## config.mk

```make
export PLATFORM = sky130hd
export DESIGN_NAME = cs_addr_map
export DESIGN_NICKNAME = d
export VERILOG_FILES = /design/src/rtl/cs_map_pkg.sv /design/src/rtl/cs_cfg_regs.sv /design/src/rtl/cs_window_match.sv /design/src/rtl/cs_addr_map.sv
export SDC_FILE = /design/constraint.sdc
export NUM_CORES = 1
export LEC_CHECK = 0
export ABC_AREA = 1
export BUFFER_PORTS_ARGS = -buffer_cell sky130_fd_sc_hd__buf_2
export CAP_MARGIN = 20
export CORE_MARGIN = 2
export CORE_UTILIZATION = 58
export CTS_CLUSTER_DIAMETER = 120
export DETAILED_ROUTE_END_ITERATION = 10
export PLACE_DENSITY = 0.81
export SLEW_MARGIN = 25
export SYNTH_ARGS = -nofsm -noshare
export SYNTH_HDL_FRONTEND = slang
export SYNTH_SLANG_ARGS = --single-unit
```

## constraint.sdc

```tcl
create_clock -name clk -period 2.8 [get_ports clk]
set_clock_uncertainty 0.2 [all_clocks]
set_input_delay 0.42 -clock clk [delete_from_list [all_inputs] [get_ports clk]]
set_output_delay 0.42 -clock clk [all_outputs]
set_load 0.02 [all_outputs]
```

## src/rtl/cs_map_pkg.sv

```systemverilog
package cs_map_pkg;
    localparam int BASE_W   = 6;    // 16 MB units inside a 1 GB quadrant
    localparam int CODE_W   = 2;    // power-of-two size code
    localparam int DRAM_SH  = 2;    // DRAM sizes start at 4 units (64 MB)
    localparam logic [BASE_W-1:0] DRAM1_RST_BASE = 6'h20;
    localparam logic [11:0] ROM_PAGE = 12'h400;

    typedef struct packed {
        logic              en;
        logic [BASE_W-1:0] base;
        logic [CODE_W-1:0] code;
    } cs_cfg_t;
endpackage

```

## src/rtl/cs_cfg_regs.sv

```systemverilog
module cs_cfg_regs
    import cs_map_pkg::*;
#(
    parameter int N_EXT  = 8,
    parameter int N_DRAM = 2,
    localparam int N_CS  = N_EXT + N_DRAM,
    localparam int IDX_W = $clog2(N_CS)
) (
    input  logic                 clk,
    input  logic                 rst_n,
    input  logic                 we_i,
    input  logic [IDX_W-1:0]     sel_i,
    input  logic [31:0]          wdata_i,
    output cs_cfg_t [N_CS-1:0]   cfg_o
);
    cs_cfg_t [N_CS-1:0] cfg_d, cfg_q;

    function automatic cs_cfg_t reset_value(int idx);
        cs_cfg_t v;
        v.en   = (idx == 0);
        v.code = '1;
        v.base = (idx == N_EXT + 1) ? DRAM1_RST_BASE : '0;
        return v;
    endfunction

    always_comb begin
        logic [BASE_W-1:0] new_base;
        logic [2:0]        shift;
        cfg_d = cfg_q;
        for (int i = 0; i < N_CS; i++) begin
            new_base = (i == N_EXT) ? '0 : wdata_i[29:24];
            shift    = (i < N_EXT) ? {1'b0, wdata_i[1:0]}
                                   : {1'b0, wdata_i[1:0]} + 3'(DRAM_SH);
            if (we_i && (int'(sel_i) == i)
                && ((new_base & ~({BASE_W{1'b1}} << shift)) == '0)) begin
                cfg_d[i].en   = wdata_i[31];
                cfg_d[i].base = new_base;
                cfg_d[i].code = wdata_i[1:0];
            end
        end
    end

    always_ff @(posedge clk or negedge rst_n) begin
        if (!rst_n) begin
            for (int i = 0; i < N_CS; i++) cfg_q[i] <= reset_value(i);
        end else begin
            cfg_q <= cfg_d;
        end
    end

    assign cfg_o = cfg_q;
endmodule

```

## src/rtl/cs_window_match.sv

```systemverilog
module cs_window_match
    import cs_map_pkg::*;
#(
    parameter int N_EXT  = 8,
    parameter int N_DRAM = 2,
    localparam int N_CS  = N_EXT + N_DRAM
) (
    input  logic [BASE_W-1:0]   unit_i,
    input  logic                in_ext_quad_i,
    input  logic                in_dram_quad_i,
    input  cs_cfg_t [N_CS-1:0]  cfg_i,
    output logic [N_CS-1:0]     match_o
);
    for (genvar i = 0; i < N_CS; i++) begin : g_win
        localparam bit IS_EXT = (i < N_EXT);
        logic [2:0]        shift;
        logic [BASE_W-1:0] mask;
        logic              quad_ok;
        always_comb begin
            shift   = IS_EXT ? {1'b0, cfg_i[i].code}
                             : {1'b0, cfg_i[i].code} + 3'(DRAM_SH);
            mask    = {BASE_W{1'b1}} << shift;
            quad_ok = IS_EXT ? in_ext_quad_i : in_dram_quad_i;
            match_o[i] = cfg_i[i].en && quad_ok
                         && ((unit_i & mask) == cfg_i[i].base);
        end
    end
endmodule

```

## src/rtl/cs_addr_map.sv

```systemverilog
module cs_addr_map
    import cs_map_pkg::*;
#(
    parameter int N_EXT  = 8,
    parameter int N_DRAM = 2,
    localparam int N_CS  = N_EXT + N_DRAM,
    localparam int N_TGT = N_CS + 2,
    localparam int T_ROM = N_CS,
    localparam int T_BOOT = N_CS + 1,
    localparam int IDX_W = $clog2(N_CS)
) (
    input  logic              clk,
    input  logic              rst_n,
    input  logic              boot_rom_strap_i,
    input  logic              addr_valid_i,
    input  logic [31:0]       addr_i,
    input  logic              cfg_we_i,
    input  logic [IDX_W-1:0]  cfg_sel_i,
    input  logic [31:0]       cfg_wdata_i,
    output logic [N_TGT-1:0]  sel_o,
    output logic              hit_o,
    output logic              err_o
);
    typedef struct packed {
        logic [N_TGT-1:0] sel;
        logic             hit;
        logic             err;
        logic             strap;
        logic             latched;
    } dec_state_t;

    dec_state_t        st_d, st_q;
    cs_cfg_t [N_CS-1:0] cfg;
    logic [N_CS-1:0]   match;
    logic              in_ext_quad, in_dram_quad;

    assign in_ext_quad  = (addr_i[31:30] == 2'd0);
    assign in_dram_quad = (addr_i[31:30] == 2'd2);

    cs_cfg_regs #(.N_EXT(N_EXT), .N_DRAM(N_DRAM)) u_regs (
        .clk     (clk),
        .rst_n   (rst_n),
        .we_i    (cfg_we_i),
        .sel_i   (cfg_sel_i),
        .wdata_i (cfg_wdata_i),
        .cfg_o   (cfg)
    );

    cs_window_match #(.N_EXT(N_EXT), .N_DRAM(N_DRAM)) u_match (
        .unit_i         (addr_i[29:24]),
        .in_ext_quad_i  (in_ext_quad),
        .in_dram_quad_i (in_dram_quad),
        .cfg_i          (cfg),
        .match_o        (match)
    );

    always_comb begin
        logic [N_CS-1:0] pick;
        logic            strap_eff;
        logic            boot_win, rom_win;

        boot_win  = (addr_i[31:20] == 12'h000);
        rom_win   = (addr_i[31:20] == ROM_PAGE);
        strap_eff = st_q.latched ? st_q.strap : boot_rom_strap_i;

        pick = '0;
        for (int i = N_CS - 1; i >= 0; i--) begin
            if (match[i]) begin
                pick    = '0;
                pick[i] = 1'b1;
            end
        end

        st_d         = st_q;
        st_d.latched = 1'b1;
        if (!st_q.latched) st_d.strap = boot_rom_strap_i;
        st_d.sel = '0;
        st_d.err = 1'b0;

        if (addr_valid_i) begin
            if (boot_win) begin
                if (strap_eff) st_d.sel[T_ROM]  = 1'b1;
                else           st_d.sel[T_BOOT] = 1'b1;
            end else if (rom_win) begin
                st_d.sel[T_ROM] = 1'b1;
            end else if (in_ext_quad || in_dram_quad) begin
                if (match != '0) st_d.sel[N_CS-1:0] = pick;
                else             st_d.err = 1'b1;
            end
        end
        st_d.hit = |st_d.sel;
    end

    always_ff @(posedge clk or negedge rst_n) begin
        if (!rst_n) begin
            st_q <= '0;
        end else begin
            st_q <= st_d;
        end
    end

    assign sel_o = st_q.sel;
    assign hit_o = st_q.hit;
    assign err_o = st_q.err;
endmodule

```

==> summary.txt, run 1 <==
Global route
  • Initial antenna violation count: 0
  • First-pass GRT wire length: 20.99 mm
  • Vias in the first global route: 4397
  • Largest net degree at the start of global routing: 56
  • Global Route Usage Sum: 0.2689
  • Grt total ovfl: 0

Critical path
  • Worst-path fanout max: 4
  • Worst r2r path cells: 11
  • Crit Reg-Reg Endpoint: hit_o$_DFF_PN0_
  • Worst flop-to-flop path startpoint: u_regs.cfg_o[1]$_DFFE_PN1P_
  • Worst Setup End Kind: flop
  • Worst Path Arrival: 2100 ps
  • Critical Path Start Type: flop
  • Setup CP Type: reg -> reg
  • Reg2Reg Setup Slack: 760 ps
  • Worst path required time: 2860 ps

Pwr
  • Pwr/cell area: 604.3 mW/mm²
  • Tot Pwr: 3.529 mW
  • Max IR drop VDD: 0.2696 mV
  • Leak: 2.953 nW

Clock network
  • H-tree depth: 3
  • Reg clk slew, reported paths: 100 ps
  • CTS Root Cell: clkbuf_8
  • Clock Tree Buf Depth: 2
  • CTS tree: done
  • # clock sinks: 100
  • Clock Latency Late Sink: 370 ps
  • Num CTS Buffers: 9

Logic synthesis
  • Cells after synthesis: 725
  • Syn nets: 798
  • Mapped Area: 0.005459 mm²
  • Ys async rst share: 1.000
  • Post-synthesis register bit count: 100
  • Cell variety after synth: 37
  • Register area share after synthesis: 0.4634
  • Post-Syn Area per Cell: 7.530 µm²
  • EDFF count, synth: 0
  • Yosys warns: 0
  • Main synth FF type: dfrtp_1

STA
  • Final Max Slew Viols: 0
  • Period utilization: 0.7285
  • Final Hold Viols: 0
  • RSZ-0062 raised after global routing: false
  • Measured slew at the worst slew-check pin: 587.5 ps
  • Setup violators final: 0
  • Fin crit period: 2040 ps
  • Peak Freq: 0.4903 GHz
  • Slew margin rel.: 0.6071
  • Hold_ws: 130.9 ps
  • Setup TNS Final: 0 ps

Placed design
  • Post-DP HPWL: 9.157 mm
  • # placed instances: 854
  • Number of port buffers: 43
  • Final Wtd Congestion: 0.8793

Layout
  • Fraction of layout cells with a size suffix above 1: 0.1605
  • Final cell count without fillers: 871
  • Final #Nets: 828
  • Antenna fix cells: 0
  • Syn-to-layout area delta: 6.991%
  • Final core occ: 0.6351
  • Fillers: 793

Worst hold path
  • Hold path startpoint: addr_i[22]
  • Min-Delay Endpoint: sel_o[11]$_DFF_PN0_
  • WHS Path Cells: 4
  • Hold Crit Class: in -> reg

Detailed routing
  • DR WL/cell: 14.80 µm
  • DRT iter0 DRCs: 276
  • WL met3: 892 µm
  • Total number of vias: 4724
  • Routed length on met2: 6.149 mm
  • Max layer used: met4
  • DRT met1 WL: 5.567 mm
  • Final ANT Viol Nets: 0
  • Final wirelength: 12.89 mm
  • DR pass1 iterations: 5
  • Vias per cell: 5.424
  • DRC viols: 0

Floorplan
  • Die area: 0.01020 mm²
  • Initial core utilization: 0.5936
  • Core ar.: 0.009196 mm²
  • I/O pin count: 87
  • Chip width: 101.0 µm
  • Die height: 101.0 µm
  • Std cell rows: 35

Outcome
  • Status: completed

Job
  • Max Cap Viol: 0
## critical path: stages (launching register included)
cell and delay [ps]:
dfstp_2 570, nand2_1 70, a21oi_1 130, nor2_1 70, nand3_1 190, nand2_1 110
nor2_1 120, nand3_2 120, nand2_1 110, o21ai_0 80, nor2_1 90, nand2_1 50
## how the worst max path moves through the flow
stage / from / cells after the start / slack (ps) / to
finish: u_regs.cfg_o[1]$_DFFE_PN1P_ / 11 / 760 / hit_o$_DFF_PN0_
detailed placement: addr_i[26] / 14 / 450 / hit_o$_DFF_PN0_
global route: u_regs.cfg_o[1]$_DFFE_PN1P_ / 11 / 570 / hit_o$_DFF_PN0_
global placement: addr_i[26] / 14 / 490 / hit_o$_DFF_PN0_
floorplan: addr_i[29] / 16 / 930 / hit_o$_DFF_PN0_
CTS: u_regs.cfg_o[1]$_DFFE_PN1P_ / 11 / 760 / hit_o$_DFF_PN0_
## Yosys cell counts, types with 2 or more instances
| cell | n | area [µm²] |
|---|---|---|
| nand2_1 | 209 | 784.5 |
| inv_1 | 91 | 341.6 |
| o21ai_0 | 81 | 405.4 |
| dfrtp_1 | 78 | 1952 |
| nor2_1 | 76 | 285.3 |
| nand3_1 | 40 | 200.2 |
| dfstp_2 | 22 | 578.1 |
| a21oi_1 | 20 | 100.1 |
| buf_4 | 16 | 120.1 |
| nand3b_1 | 8 | 60.06 |
| xnor2_1 | 8 | 70.07 |
| nand4_1 | 7 | 43.79 |
| clkbuf_1 | 6 | 22.52 |
| nand2_2 | 6 | 37.54 |
| nand3_2 | 6 | 60.06 |
| nor2_2 | 6 | 37.54 |
| nor3_1 | 6 | 30.03 |
| o21ai_1 | 6 | 30.03 |
| buf_2 | 5 | 25.02 |
| inv_2 | 5 | 18.77 |
| buf_6 | 4 | 45.04 |
| inv_4 | 2 | 12.51 |
| nand2_4 | 2 | 22.52 |
| nor3_4 | 2 | 32.53 |
## state kept, by name, summed over array words and instances, names as in the netlist
register / count
hit_o: 1
sel_o: 12
st_q: 2
err_o: 1
u_regs.cfg_o: 84
## layout make-up
type,count,area (µm²),area share
inverter,99,376.6,0.06448
clock buffer,10,127.6,0.02185
multi-input combinational,495,2340,0.4006
timing repair buffer,50,285.3,0.04884
tap,111,138.9,0.02378
sequential,100,2530,0.4332
clock inverter,6,42.54,0.007284
## cells by family after synthesis
| family | synth area share |
|---|---|
| compound gates | 0.1073 |
| buf+inv | 0.1080 |
| simple gates | 0.3078 |
| xor+xnor | 0.01284 |
| flops | 0.4634 |
| other cells | 0.0006869 |
## what timing repair did
item	in CTS	in global routing
hold endpoints to repair	48	0
endpoints found under the setup margin	0	0
hold buffers	1	0
setup buffers	0	0
gates resized for setup	0	0
## routing by layer
metal | track usage | vias to the layer above
li1 | - | 2321
met1 | 0.3569 | 2193
met2 | 0.4451 | 180
met3 | 0.04161 | 30
met4 | 0.1040 | 0
met5 | 0 | -
## layout by cell type, fill, tap and decap left out, drive strengths merged
cell type / instances
nand2: 217
nor4: 2
nand3: 46
or3: 1
a311oi: 1
inv: 98
o21ai: 88
dfrtp: 78
clkbuf: 10
clkinvlp: 2
nand4: 8
nor3: 8
a21oi: 22
xnor2: 8
conb: 1
clkinv: 5
buf: 49
nor2: 82
dfstp: 22
dlygate4sd3: 1
or2: 1
nand3b: 9
o211ai: 1
## where the power goes
| group | internal (mW) | leakage (nW) | switching [mW] |
|---|---|---|---|
| Clock | 0.324 | 0.0822 | 0.511 |
| Combinational | 0.293 | 1.66 | 0.509 |
| Sequential | 1.74 | 1.22 | 0.154 |
| Total | 2.36 | 2.95 | 1.17 |
## stage by stage
stage | setup slack [ps] | area (µm²)
floorplan | 934.2 | 5459
global placement | 494.4 | 5660
detailed placement | 452.5 | 5660
CTS | 758.4 | 5841
global route | 566.0 | 5841
finish | 760.2 | 5841
Power figures use the tool's default switching activity.
==> inputs of run 2 (changes only) <==
--- a/config.mk
+++ b/config.mk
@@ -5,14 +5,14 @@
 export SDC_FILE = /design/constraint.sdc
 export NUM_CORES = 1
 export LEC_CHECK = 0
-export ABC_AREA = 1
+export ABC_AREA = 0
 export BUFFER_PORTS_ARGS = -buffer_cell sky130_fd_sc_hd__buf_2
 export CAP_MARGIN = 20
 export CORE_MARGIN = 2
-export CORE_UTILIZATION = 58
+export CORE_UTILIZATION = 56
 export CTS_CLUSTER_DIAMETER = 120
 export DETAILED_ROUTE_END_ITERATION = 10
-export PLACE_DENSITY = 0.81
+export PLACE_DENSITY = 0.8
 export SLEW_MARGIN = 25
 export SYNTH_ARGS = -nofsm -noshare
 export SYNTH_HDL_FRONTEND = slang
==> constraint.sdc (replaced) <==
create_clock -name clk -period 1.9 [get_ports clk]
set_clock_uncertainty 0.2 [all_clocks]
set_input_delay 0.285 -clock clk [delete_from_list [all_inputs] [get_ports clk]]
set_output_delay 0.285 -clock clk [all_outputs]
set_load 0.02 [all_outputs]
==> summary.txt, run 2 <==
Outcome
  • Status: finished, violations left (was completed)
  • Violated checks: setup timing

Logic synthesis
  • Top cells by area, synth: dfrtp_1 (38%), mux2_2 (17%), dfstp_2 (11%), xor2_1 (3.6%), buf_4 (2.2%) (was dfrtp_1 (36%), nand2_1 (14%), dfstp_2 (11%), o21ai_0 (7.4%), inv_1 (6.3%))
  • Cell variety after synth: 64 (was 37)
  • Yosys warns: 0 (unchanged)
  • Register area share after synthesis: 0.4941 (was 0.4634)
  • Post-synthesis register bit count: 100 (unchanged)
  • Syn nets: 510 (was 798)
  • Ys async rst share: 1.000 (unchanged)
  • Main synth FF type: dfrtp_1 (unchanged)
  • Yosys top cell by area: dfrtp_1 (unchanged)
  • Post-Syn Area per Cell: 11.72 µm² (was 7.530 µm²)
  • Mapped Area: 0.005120 mm² (was 0.005459 mm²)
  • Synth top area share: 0.3812 (was 0.3576)
  • Synth cell count leaders: dfrtp_1 (78), mux2_2 (78), dfstp_2 (22), nand2_1 (22) (was nand2_1 (209), inv_1 (91), o21ai_0 (81))
  • EDFF count, synth: 0 (unchanged)
  • Cells after synthesis: 437 (was 725)

Pwr
  • Tot Pwr: 5.635 mW (was 3.529 mW)
  • Pwr/cell area: 877.3 mW/mm² (was 604.3 mW/mm²)
  • Sw Ratio: 0.2868 (was 0.3327)
  • Clk pwr share: 0.264 (was 0.237)
  • Flop pwr share: 0.499 (was 0.536)
  • Leak: 2.957 nW (was 2.953 nW)
  • Max IR drop VDD: 0.5656 mV (was 0.2696 mV)
  • Net Sw Power: 1.616 mW (was 1.174 mW)
  • Comb pwr share: 0.237 (was 0.227)
  • Pint: 4.019 mW (was 2.355 mW)

Placed design
  • Post-DP HPWL: 9.178 mm (was 9.157 mm)
  • Final Wtd Congestion: 0.8578 (was 0.8793)
  • DP Area: 0.005996 mm² (was 0.005660 mm²)
  • # placed instances: 632 (was 854)
  • Number of port buffers: 43 (unchanged)

Critical path
  • Setup CP Type: reg -> reg (unchanged)
  • Worst Path Buf+Inv: 1 (was 0)
  • Slowest cell on the critical path: dfstp_2 (unchanged)
  • CP cell instances: or3b_4 > a22oi_2 > o22ai_2 > a32oi_2 > nand3_2 > buf_6 > nor4b_4 (was nand2_1 > a21oi_1 > nor2_1 > nand3_1 > nand2_1 > nor2_1 > nand3_2 > nand2_1 > o21ai_0 > nor2_1 > nand2_1)
  • Worst path required time: 1970 ps (was 2860 ps)
  • CP peak stage delay: 400 ps (was 570 ps)
  • Worst Setup End Kind: flop (unchanged)
  • Critical Path Start Type: flop (unchanged)
  • Worst-path fanout max: 5 (was 4)
  • Family with the most delay on the worst path: simple AND/OR/NAND/NOR gates (unchanged)
  • Worst Path Arrival: 2300 ps (was 2100 ps)

Clock network
  • CTS Root Cell: clkbuf_8 (unchanged)
  • # clock sinks: 100 (unchanged)
  • Num CTS Buffers: 9 (unchanged)
  • CTS tree: done (unchanged)
  • Clock Latency Late Sink: 360 ps (was 370 ps)
  • Reg clk slew, reported paths: 90 ps (was 100 ps)
  • H-tree depth: 3 (unchanged)
  • Clock Tree Buf Depth: 2 (unchanged)

Floorplan
  • I/O pin count: 87 (unchanged)
  • Std cell rows: 34 (was 35)
  • Chip width: 99.62 µm (was 101.0 µm)
  • Initial core utilization: 0.5814 (was 0.5936)
  • Core ar.: 0.008806 mm² (was 0.009196 mm²)
  • Die area: 0.009923 mm² (was 0.01020 mm²)
  • Die height: 99.62 µm (was 101.0 µm)

Detailed routing
  • Vias per cell: 6.026 (was 5.424)
  • DRC viols: 0 (unchanged)
  • DR WL/cell: 20.66 µm (was 14.80 µm)
  • DR pass1 iterations: 4 (was 5)
  • Final wirelength: 13.57 mm (was 12.89 mm)
  • Total number of vias: 3959 (was 4724)
  • Final ANT Viol Nets: 0 (unchanged)
  • DRT iter0 DRCs: 233 (was 276)

Layout
  • Most frequent cells in the layout: dfrtp_1 (78), mux2_2 (69), buf_4 (69) (was nand2_1 (209), inv_1 (91), o21ai_0 (81))
  • Final core occ: 0.7295 (was 0.6351)
  • Final cell count without fillers: 657 (was 871)
  • Syn-to-layout area delta: 25.46% (was 6.991%)
  • Final #Nets: 617 (was 828)
  • Post-route cell area: 0.006424 mm² (was 0.005841 mm²)
  • Most common cell after layout, fill and taps aside: dfrtp_1 (was nand2_1)
  • Number of flip-flops in the largest register: 84 (unchanged)
  • Antenna fix cells: 0 (unchanged)
  • Fraction of layout cells with a size suffix above 1: 0.4827 (was 0.1605)
  • Fillers: 583 (was 793)

Global route
  • Vias in the first global route: 4079 (was 4397)
  • Initial antenna violation count: 0 (unchanged)
  • Grt total ovfl: 0 (unchanged)
  • Largest net degree at the start of global routing: 46 (was 56)
  • First-pass GRT wire length: 21.32 mm (was 20.99 mm)
  • Global Route Usage Sum: 0.2828 (was 0.2689)

STA
  • Final Max Slew Viols: 0 (unchanged)
  • Worst Slack Setup Final: -338.0 ps (was 760.2 ps)
  • Peak Freq: 0.4468 GHz (was 0.4903 GHz)
  • Setup violators final: 8 (was 0)
  • Final Hold Viols: 0 (unchanged)
  • Fin crit period: 2238 ps (was 2040 ps)
  • RSZ-0062 raised after global routing: true (was false)
  • Period utilization: 1.178 (was 0.7285)
  • Hold_ws: 4.554 ps (was 130.9 ps)

Job
  • Max Cap Viol: 0 (unchanged)

Worst hold path
  • Hold Crit Class: in -> reg (unchanged)
==> run 2: cell types whose count changed after synthesis, moves of 21 or more <==
cell,change
nor2_1,-55
xor2_1,+21
inv_1,-73
nand3_1,-33
nand2_1,-187
o21ai_0,-66
mux2_2,+78
==> run 2: per-layer routing <==
| layer | routed length, µm | GRT usage |
|---|---|---|
| met5 | 0 | 0 |
| met4 | 414 | 0.1191 |
| met3 | 1073 | 0.05130 |
| met2 | 6792 | 0.4766 |
| met1 | 5294 | 0.3605 |
==> run 2: what timing repair did <==
item                       CTS  global route
hold endpoints to repair    62             0
setup endpoints to repair    9            19
resized for setup           20             9
hold buffers                 2             0
setup buffers                4             3
pin swaps                    7             7
==> run 2: worst paths after layout <==
kind	slack, ps	endpoint	from	cells after the start
max	-340	sel_o[7]$_DFF_PN0_	u_regs.cfg_o[1]$_DFFE_PN1P_	7
min	5	st_q[1]$_DFF_PN0_	boot_rom_strap_i	2
max reg2reg	-340	sel_o[7]$_DFF_PN0_	u_regs.cfg_o[1]$_DFFE_PN1P_	7
min reg2reg	310	u_regs.cfg_o[84]$_DFFE_PN0P_	u_regs.cfg_o[84]$_DFFE_PN0P_	1
max in group asynchronous	720	u_regs.cfg_o[73]$_DFFE_PN1P_	rst_n	3
min in group asynchronous	170	sel_o[3]$_DFF_PN0_	rst_n	2
==> run 2: power groups by stage <==
stage                     sequential (mW)  clock, mW  combinational [mW]
final                                2.81       1.49                1.33
after global routing                 2.86       1.59                1.44
after CTS                            2.80       1.50                1.28
after detailed placement             2.83          0                1.20
after global placement               2.81          0                1.13
after floorplan                      2.77          0               0.762
==> run 2: final cells by class <==
class	instances	area, µm²	area share
Multi-Input combinational cell	292	2556	0.3979
Sequential cell	100	2530	0.3938
Timing Repair Buffer	123	922.1	0.1436
Clock buffer	14	152.6	0.02376
Tap cell	108	135.1	0.02104
Inverter	18	67.56	0.01052
Clock inverter	2	60.06	0.009349
==> run 2: through the flow <==
| stage | setup WS (ps) | setup TNS, ps |
|---|---|---|
| floorplan | -172.8 | -5656 |
| global placement | -343.7 | -14350 |
| detailed placement | -376.0 | -18240 |
| CTS | -273.4 | -1413 |
| global route | -387.9 | -2654 |
| finish | -338.0 | -2139 |
==> run 2: cell families (layout without fill, tap and decap cells) <==
logic type,count (synthesis),in the layout,synth area share
simple gates,115,115,0.1337
flops,100,100,0.4941
mux,80,80,0.1760
compound gates,65,65,0.09629
buf+inv,45,157,0.04619
xor+xnor,31,31,0.05303
other cells,1,1,0.0007324
==> inputs of run 3 (changes only) <==
--- a/config.mk
+++ b/config.mk
@@ -13,6 +13,7 @@
 export CTS_CLUSTER_DIAMETER = 120
 export DETAILED_ROUTE_END_ITERATION = 10
 export PLACE_DENSITY = 0.8
+export SETUP_SLACK_MARGIN = 0.15
 export SLEW_MARGIN = 25
 export SYNTH_ARGS = -nofsm -noshare
 export SYNTH_HDL_FRONTEND = slang
==> summary.txt, run 3 (synthesis gave the netlist of run 2 again) <==
Critical path
  • Worst flop-to-flop path startpoint: u_regs.cfg_o[27]$_DFFE_PN1P_ (was u_regs.cfg_o[1]$_DFFE_PN1P_)
  • Cell repeated most along the worst path: buf_4
  • Worst path required time: 1970 ps (about the same)
  • CP peak stage delay: 540 ps (was 400 ps)
  • Crit Reg-Reg Endpoint: err_o$_DFF_PN0_ (was sel_o[7]$_DFF_PN0_)
  • Worst Setup End Kind: flop (unchanged)
  • Slowest cell on the critical path: dfstp_2 (unchanged)
  • Setup CP Type: reg -> reg (unchanged)
  • Worst r2r path cells: 8 (was 7)
  • Worst-path fanout max: 4 (was 5)
  • Reg2Reg Setup Slack: -210 ps (was -340 ps)
  • CP cell instances: nand2_1 > a311o_1 > nor4_2 > buf_4 > a22oi_2 > buf_4 > nand3_4 > and3b_1 (was or3b_4 > a22oi_2 > o22ai_2 > a32oi_2 > nand3_2 > buf_6 > nor4b_4)
  • Worst Path Arrival: 2190 ps (was 2300 ps)
  • Worst setup path startpoint: u_regs.cfg_o[27]$_DFFE_PN1P_ (was u_regs.cfg_o[1]$_DFFE_PN1P_)
  • Critical Path Start Type: flop (unchanged)
  • CP endpoint: err_o$_DFF_PN0_ (was sel_o[7]$_DFF_PN0_)

STA
  • Final Max Slew Viols: 0 (unchanged)
  • Final Hold Viols: 0 (unchanged)
  • Hold_ws: 67.95 ps (was 4.554 ps)
  • Setup TNS Final: -1278 ps (was -2139 ps)
  • Slew margin rel.: 0.6400
  • Peak Freq: 0.4733 GHz (was 0.4468 GHz)
  • Period utilization: 1.112 (was 1.178)
  • Worst Slack Setup Final: -212.9 ps (was -338.0 ps)
  • Setup violators final: 10 (was 8)
  • Fin crit period: 2113 ps (was 2238 ps)
  • RSZ-0062 raised after global routing: true (unchanged)
  • Measured slew at the worst slew-check pin: 540.1 ps

Layout
  • Sequential cell area: 0.002530 mm² (unchanged)
  • Final core occ: 0.7590 (was 0.7295)
  • Number of flip-flops in the largest register: 84 (unchanged)
  • Syn-to-layout area delta: 30.55% (was 25.46%)
  • Antenna fix cells: 0 (unchanged)
  • Most common cell after layout, fill and taps aside: dfrtp_1 (unchanged)
  • Fraction of layout cells with a size suffix above 1: 0.5188 (was 0.4827)
  • Multi-input gate area: 0.002735 mm² (was 0.002556 mm²)
  • Final #Nets: 627 (was 617)
  • Fillers: 537 (was 583)
  • Final cell count without fillers: 667 (was 657)
  • Most frequent cells in the layout: dfrtp_1 (78), buf_4 (69), mux2_2 (54) (was dfrtp_1 (78), mux2_2 (69), buf_4 (69))
  • Post-route cell area: 0.006684 mm² (was 0.006424 mm²)

Global route
  • First-pass GRT wire length: 21.10 mm (was 21.32 mm)
  • Initial antenna violation count: 0 (unchanged)
  • Grt total ovfl: 0 (unchanged)
  • Vias in the first global route: 4069 (was 4079)
  • Largest net degree at the start of global routing: 101 (was 46)
  • Global Route Usage Sum: 0.2802 (was 0.2828)

Clock network
  • Reg clk slew, reported paths: 100 ps (was 90 ps)
  • # clock sinks: 100 (unchanged)
  • Clock Latency Late Sink: 370 ps (was 360 ps)
  • CTS tree: done (unchanged)
  • H-tree depth: 3 (unchanged)
  • CTS Root Cell: clkbuf_8 (unchanged)
  • Clock Tree Buf Depth: 2 (unchanged)
  • Num CTS Buffers: 9 (unchanged)

Floorplan
  • Chip width: 99.62 µm (unchanged)
  • Std cell rows: 34 (unchanged)
  • Die area: 0.009923 mm² (unchanged)
  • Die height: 99.62 µm (unchanged)
  • Initial core utilization: 0.5814 (unchanged)
  • Core ar.: 0.008806 mm² (unchanged)
  • I/O pin count: 87 (unchanged)

Pwr
  • Leak: 3.036 nW (was 2.957 nW)
  • Max IR drop VDD: 0.4385 mV (was 0.5656 mV)
  • Pwr/cell area: 831.9 mW/mm² (was 877.3 mW/mm²)
  • Tot Pwr: 5.560 mW (was 5.635 mW)

Placed design
  • Post-DP HPWL: 8.966 mm (was 9.178 mm)
  • DP Area: 0.006035 mm² (was 0.005996 mm²)
  • Number of port buffers: 43 (unchanged)
  • Final Wtd Congestion: 0.8918 (was 0.8578)
  • Setup Slack @ Placement: -351.6 ps (was -376.0 ps)
  • # placed instances: 635 (was 632)

Detailed routing
  • Total number of vias: 3990 (was 3959)
  • DR WL/cell: 20.97 µm (was 20.66 µm)
  • Final wirelength: 13.99 mm (was 13.57 mm)
  • Vias per cell: 5.982 (was 6.026)
  • DRT iter0 DRCs: 234 (was 233)
  • DRC viols: 0 (unchanged)
  • Final ANT Viol Nets: 0 (unchanged)
  • DR pass1 iterations: 4 (unchanged)

Worst hold path
  • Hold Crit Class: in -> reg (unchanged)

Outcome
  • Status: finished, violations left (unchanged)
  • Violated checks: setup timing (unchanged)

Job
  • Max Cap Viol: 0 (unchanged)
==> run 3: cell count changes in the layout (fill, tap and decap cells not counted), moves of 3 or more <==
cell / change
mux2_4: +17
mux2_2: -15
buf_6: +7
clkinvlp_4: +4
dlygate4sd3_1: +3
clkbuf_1: -3
==> run 3: critical path: cells and delay by family, from the launching register on <==
| kind | cells | cell delay [ps] |
|---|---|---|
| DFF | 1 | 540 |
| and+or+nand+nor | 4 | 540 |
| AOI/OAI and AO/OA | 2 | 390 |
| buffers and inverters | 2 | 340 |
==> run 3: area by class of cell <==
class	count	share of cell area
repair buffers	132	0.1557
multi-input cells	293	0.4092
well taps	108	0.02022
flip-flops and latches	100	0.3785
clock buffers	10	0.01909
clock inverters	6	0.007113
inverters	18	0.01011
==> run 3: worst min path at each step <==
stage	cells after the start	slack, ps	to	start
after global placement	2	180	sel_o[2]$_DFF_PN0_	rst_n
after CTS	4	10	sel_o[11]$_DFF_PN0_	addr_i[20]
after global routing	4	60	sel_o[11]$_DFF_PN0_	addr_i[22]
final	4	70	sel_o[11]$_DFF_PN0_	addr_i[21]
after floorplan	0	-210	err_o$_DFF_PN0_	rst_n
after detailed placement	2	180	sel_o[2]$_DFF_PN0_	rst_n
==> run 3: power breakdown <==
group	internal, mW	leakage [nW]	switching, mW	total (mW)
combinational	0.800	1.71	0.668	1.47
sequential	2.53	1.25	0.284	2.81
clock	0.486	0.0755	0.794	1.28
==> run 3: timing repair <==
action                                  4_1_cts  5_1_grt
hold buffers                                  5        0
endpoints found under the setup margin       37       39
buffers inserted                              4        5
resized for setup                            23       44
endpoints found under the hold margin        80        0
pin swaps                                    12       16
cloned                                        0        2
==> run 3: routing by layer <==
| layer | vias to the layer above | part of all wire | GRT usage |
|---|---|---|---|
| met5 | - | 0 | 0 |
| li1 | 1800 | - | - |
| met3 | 38 | 0.057 | 0.04568 |
| met4 | 0 | 0.036 | 0.1222 |
| met2 | 143 | 0.50 | 0.4652 |
| met1 | 2009 | 0.40 | 0.3643 |
